**config.mk**
```make
export PLATFORM = sky130hd
export DESIGN_NAME = spdup_cur_ctrl
export DESIGN_NICKNAME = d
export VERILOG_FILES = /design/src/rtl/spdup_pkg.sv /design/src/rtl/spdup_sync_edge.sv /design/src/rtl/spdup_mode.sv /design/src/rtl/spdup_pump_map.sv /design/src/rtl/spdup_cur_ctrl.sv
export SDC_FILE = /design/constraint.sdc
export NUM_CORES = 1
export LEC_CHECK = 0
export ABC_AREA = 1
export BUFFER_PORTS_ARGS = -buffer_cell sky130_fd_sc_hd__buf_2
export CORE_MARGIN = 1.5
export CORE_UTILIZATION = 55
export DETAILED_ROUTE_END_ITERATION = 12
export PLACE_DENSITY = 0.86
export SLEW_MARGIN = 20
export SYNTH_ARGS = -nofsm -noshare
export SYNTH_HDL_FRONTEND = slang
export SYNTH_SLANG_ARGS = --single-unit
```
**constraint.sdc**
```tcl
create_clock -name clk_i -period 8.1 [get_ports clk_i]
set_input_delay 0 -clock clk_i [delete_from_list [all_inputs] [get_ports clk_i]]
set_output_delay 0 -clock clk_i [all_outputs]
set_load 0.01 [all_outputs]
```
**src/rtl/spdup_pkg.sv**
```systemverilog
package spdup_pkg;
  localparam int L_W  = 2;
  localparam int K_W  = 4;
  localparam int ID_W = 3;
  localparam int PM_W = (1 << L_W) + 1;
  localparam int IM_W = K_W + PM_W - 1;

  function automatic logic [PM_W-1:0] prop_gain(input logic [L_W-1:0] l);
    logic [PM_W-1:0] r;
    r = '0;
    r[int'(l) + 1] = 1'b1;
    return r;
  endfunction

  function automatic logic [IM_W-1:0] int_gain(input logic [K_W-1:0] k,
                                               input logic [L_W-1:0] l);
    logic [IM_W-1:0] p;
    p = IM_W'(prop_gain(l));
    return IM_W'(k) * p;
  endfunction
endpackage

```
**src/rtl/spdup_sync_edge.sv**
```systemverilog
module spdup_sync_edge #(
  parameter int STAGES = 2
) (
  input  logic clk_i,
  input  logic rst_ni,
  input  logic async_i,
  output logic rise_o,
  output logic fall_o
);
  logic [STAGES-1:0] chain_q;
  logic              prev_q;

  always_ff @(posedge clk_i or negedge rst_ni) begin
    if (!rst_ni) begin
      chain_q <= '0;
      prev_q  <= 1'b0;
    end else begin
      chain_q[0] <= async_i;
      prev_q     <= chain_q[STAGES-1];
    end
  end

  for (genvar s = 1; s < STAGES; s++) begin : g_stage
    always_ff @(posedge clk_i or negedge rst_ni) begin
      if (!rst_ni) chain_q[s] <= 1'b0;
      else         chain_q[s] <= chain_q[s-1];
    end
  end

  assign rise_o = chain_q[STAGES-1] & ~prev_q;
  assign fall_o = ~chain_q[STAGES-1] & prev_q;
endmodule

```
**src/rtl/spdup_mode.sv**
```systemverilog
module spdup_mode
  import spdup_pkg::*;
#(
  parameter logic [ID_W-1:0] WORD_A_ID  = 3'd1,
  parameter logic [ID_W-1:0] WORD_A2_ID = 3'd6
) (
  input  logic            clk_i,
  input  logic            rst_ni,
  input  logic            rise_i,
  input  logic            fall_i,
  input  logic [ID_W-1:0] word_id_i,
  input  logic [L_W-1:0]  l_code_i,
  input  logic [K_W-1:0]  k_code_i,
  output logic            enter_o,
  output logic            active_o,
  output logic [L_W-1:0]  l_q_o,
  output logic [K_W-1:0]  k_q_o
);
  logic id_hit;
  assign id_hit  = (word_id_i == WORD_A_ID) || (word_id_i == WORD_A2_ID);
  assign enter_o = rise_i & id_hit;

  always_ff @(posedge clk_i or negedge rst_ni) begin
    if (!rst_ni) begin
      active_o <= 1'b0;
      l_q_o    <= '0;
      k_q_o    <= '0;
    end else if (enter_o) begin
      active_o <= 1'b1;
      l_q_o    <= l_code_i;
      k_q_o    <= k_code_i;
    end else if (fall_i) begin
      active_o <= 1'b0;
    end
  end
endmodule

```
**src/rtl/spdup_pump_map.sv**
```systemverilog
module spdup_pump_map
  import spdup_pkg::*;
(
  input  logic            active_i,
  input  logic [L_W-1:0]  l_q_i,
  input  logic [K_W-1:0]  k_q_i,
  input  logic            pd_up_i,
  input  logic            pd_dn_i,
  output logic [PM_W-1:0] prop_mult_o,
  output logic            int_en_o,
  output logic [IM_W-1:0] int_mult_o,
  output logic            prop_up_o,
  output logic            prop_dn_o,
  output logic            int_up_o,
  output logic            int_dn_o
);
  always_comb begin
    prop_mult_o = active_i ? prop_gain(l_q_i) : PM_W'(1);
    int_mult_o  = active_i ? int_gain(k_q_i, l_q_i) : '0;
  end

  assign int_en_o  = active_i;
  assign prop_up_o = pd_up_i;
  assign prop_dn_o = pd_dn_i;
  assign int_up_o  = pd_up_i & active_i;
  assign int_dn_o  = pd_dn_i & active_i;
endmodule

```
**src/rtl/spdup_cur_ctrl.sv**
```systemverilog
module spdup_cur_ctrl
  import spdup_pkg::*;
#(
  parameter int              SYNC_STAGES = 2,
  parameter logic [ID_W-1:0] WORD_A_ID   = 3'd1,
  parameter logic [ID_W-1:0] WORD_A2_ID  = 3'd6
) (
  input  logic            clk_i,
  input  logic            rst_ni,
  input  logic            strobe_i,
  input  logic [ID_W-1:0] word_id_i,
  input  logic [L_W-1:0]  l_code_i,
  input  logic [K_W-1:0]  k_code_i,
  input  logic            pd_up_i,
  input  logic            pd_dn_i,
  output logic            speedup_o,
  output logic [PM_W-1:0] prop_mult_o,
  output logic            int_en_o,
  output logic [IM_W-1:0] int_mult_o,
  output logic            prop_up_o,
  output logic            prop_dn_o,
  output logic            int_up_o,
  output logic            int_dn_o
);
  logic           rise_evt;
  logic           fall_evt;
  logic           enter_evt;
  logic [L_W-1:0] l_held;
  logic [K_W-1:0] k_held;

  spdup_sync_edge #(.STAGES(SYNC_STAGES)) i_sync (
    .clk_i  (clk_i),
    .rst_ni (rst_ni),
    .async_i(strobe_i),
    .rise_o (rise_evt),
    .fall_o (fall_evt)
  );

  spdup_mode #(.WORD_A_ID(WORD_A_ID), .WORD_A2_ID(WORD_A2_ID)) i_mode (
    .clk_i    (clk_i),
    .rst_ni   (rst_ni),
    .rise_i   (rise_evt),
    .fall_i   (fall_evt),
    .word_id_i(word_id_i),
    .l_code_i (l_code_i),
    .k_code_i (k_code_i),
    .enter_o  (enter_evt),
    .active_o (speedup_o),
    .l_q_o    (l_held),
    .k_q_o    (k_held)
  );

  spdup_pump_map i_map (
    .active_i   (speedup_o),
    .l_q_i      (l_held),
    .k_q_i      (k_held),
    .pd_up_i    (pd_up_i),
    .pd_dn_i    (pd_dn_i),
    .prop_mult_o(prop_mult_o),
    .int_en_o   (int_en_o),
    .int_mult_o (int_mult_o),
    .prop_up_o  (prop_up_o),
    .prop_dn_o  (prop_dn_o),
    .int_up_o   (int_up_o),
    .int_dn_o   (int_dn_o)
  );
endmodule

```
==> impl_metrics.toml <==
[timing]
fin_crit_sh_pct = 40.7
setup-violations-final = 0
fin_setup_tns_ps = 0
fmax_mhz = 304
min_period_ps = 3290
slew_violations = 0
finClkSkew_ps = 0.207
finalHoldViolCount = 0
rsz0062_at_grt = "false"

[placed_design]
gp_congestion = 0.831
dp.cells = 207
port_buffers = 31
dp_hpwl_um = 1890

[synth]
synth.largest_area_cell = "dfrtp_1"
synth-seq-cells = 10
synthAdderAreaFrac_pct = 23.9
ys_seq_area_share_pct = 23.2
yosys_warnings = 0
synth_top_area_share_pct = 23.2
synth_cells = 155
synth.distinct_cells = 21
synth_area_per_cell_um2 = 6.97
syn-cell-area_um2 = 1080
synth-compound-area-share_pct = 9.27
yosys-top-cells-area = "dfrtp_1 23%, inv_1 14%, ha_1 13%"
synth_top_family_by_area = "simple AND/OR/NAND/NOR gates"
post_synth_xor_area_fraction_pct = 0
synth-simple-area-share_pct = 24.8
muxShareOfSynthArea_pct = 0

[outcome]
outcome = "finished clean"

[finish]
area_growth_pct = 24.4
fillers = 147
diodes = 0
fin_nets = 226
fin_cells = 219
drive_above_1_share_pct = 24.7

[clock_network]
clock_latency_ps = 260
cts_tree = "done"
clk_pin_slew_ps = 60
cts_made_buffers = 3
cts_root_buf = "clkbuf_4"
cts_resized = 0
cts_buffer_depth = 2
htree_levels = 1
cts.sinks = 10

[die]
die_w_um = 47.3
start_util_pct = 60.6
rows = 15
core_area_um2 = 1780
fp.dieArea_um2 = 2240
boundaryPins = 33
die_h_um = 47.3

[drt]
dr_total_vias = 1021
dr.pass1.iters = 4
drtIter0Drc = 14
ant_nets = 0
via_per_inst = 4.66
routed_wirelength_um = 2280
wl_per_cell_um = 10.4
remaining_drc_errors = 0

[critical_path]
required_ps = 8100
r2r_cells = 4
reg2reg_slack_ps = 6920
crit_top_cell = "nand2_1"
cpPeakStageDelay_ps = 560
r2r-start = "i_sync.prev_q$_DFF_PN0_"
cp-end-kind = "primary output"
path_class = "flop to primary output"
worstPathMaxFanout = 6
arrival_ps = 3290
r2r_end = "i_mode.l_q_o[0]$_DFFE_PN0P_"
start_kind = "flop"
slowest_stage = "fa_1"
worstPathCellList = "inv_1 > nor2_1 > nand2_1 > fa_1 > inv_1 > fa_1 > inv_1 > fa_1 > inv_1 > nand2_1 > nand2_1 > a21oi_1 > nand2_1 > nand2_1 > nor2_1 > buf_2"

[global_route]
grt_util_all_layers_pct = 23.6
antenna_found_initial = 0
grt_start_max_net_pins = 14
grt-ovfl-total = 0
grt_pass1_wl_um = 3620
first_global_vias = 950

[job]
cap_violations = 0

[min_path]
hp-class = "primary input to async pin"

[power_and_ir_drop]
leakage_nw = 0.846
powerDensity_nw_per_um2 = 173
peakVddDrop_uv = 122
cells in the final DEF, fill, tap and decap left out, drive strengths merged:
| cell type | n |
|---|---|
| conb | 4 |
| o21bai | 1 |
| ha | 11 |
| buf | 31 |
| fa | 6 |
| a21oi | 4 |
| dlygate4sd3 | 8 |
| inv | 40 |
| nand3 | 4 |
| clkbuf | 4 |
| nor2 | 24 |
| nand2 | 38 |
| dfrtp | 10 |
| o21ai | 8 |
| a31oi | 1 |
cell families after synthesis:
family	after synthesis
AND/OR/NAND/NOR	66
buffers and inverters	46
adder cells (fa/ha/maj)	17
AO/OA/AOI/OAI	14
flip-flops	10
other	2
worst max-delay path by stage:
stage                                     start             to  slack, ps  cells after the start
floorplan           i_mode.l_q_o[1]$_DFFE_PN0P_  int_mult_o[6]       5430                     14
global placement    i_mode.l_q_o[1]$_DFFE_PN0P_  int_mult_o[6]       5310                     15
finish              i_mode.l_q_o[0]$_DFFE_PN0P_  int_mult_o[6]       4810                     16
detailed placement  i_mode.l_q_o[0]$_DFFE_PN0P_  int_mult_o[6]       5120                     16
global route        i_mode.l_q_o[0]$_DFFE_PN0P_  int_mult_o[6]       4560                     16
CTS                 i_mode.l_q_o[0]$_DFFE_PN0P_  int_mult_o[6]       4820                     16
cell type report:
class	instances	area (um^2)	share of cell area [%]
Clock buffer	4	36.3	2.70
Multi-Input combinational cell	101	641	47.7
Timing Repair Buffer	39	235	17.5
Sequential cell	10	250	18.6
Tap cell	25	31.3	2.33
Inverter	40	150	11.2
synthesized netlist by cell type:
cell type   n
a21oi_1     3
inv_2       1
buf_6       1
nor2_2      1
o21ai_2     6
o21bai_1    1
o21ai_0     2
ha_1       11
a21oi_2     1
a31oi_1     1
nand3_1     3
inv_1      39
nand3_2     1
nand2_2     3
nor2_1     23
buf_4       4
conb_1      2
dfrtp_1    10
buf_2       1
nand2_1    35
fa_1        6
where the power goes:
part           leakage (nW)  internal (mW)  switching, mW  total (mW)
Clock                0.0210         0.0273         0.0169      0.0442
Combinational         0.702         0.0478         0.0727       0.121
Sequential            0.123         0.0573         0.0108      0.0681
worst max-delay path, delay by kind of cell (launching register included):
family	cells	cell delay [ps]
fa+ha+maj	3	1470
simple gates	7	630
compound gates	1	70
flops	1	450
buf+inv	5	430
per-layer routing:
metal | up-vias | share of wire (%) | global-route usage (%)
met2 | 32 | 57 | 45.7
met3 | 4 | 3.0 | 1.54
li1 | 522 | - | -
met4 | 0 | 1.4 | 12.8
met1 | 463 | 39 | 24.7
met5 | - | 0 | 0
through the flow:
step                      power (mW)  worst slack, ps  util, %  instance area (um^2)  hold slack (ps)
after floorplan                0.151             5430        -                  1090             -296
after global placement         0.177             5310     68.8                  1230             -136
after detailed placement       0.186             5120     68.8                  1230             -134
after CTS                      0.235             4820     75.4                  1340              105
after global routing           0.255             4560     75.4                  1340              137
final                          0.233             4810     75.4                  1340              108
sequential cells by signal, summed over array words and instances, names as in the netlist:
register and count:
i_mode.l_q_o 2, i_sync.chain_q 2, i_sync.prev_q 1, i_mode.active_o 1, i_mode.k_q_o 4
timing repair:
action,CTS,global route
setup buffers,0,0
hold buffers,8,0
endpoints found under the setup margin,0,0
endpoints found under the hold margin,17,0
Note: power is estimated with default switching activity, not from simulation.
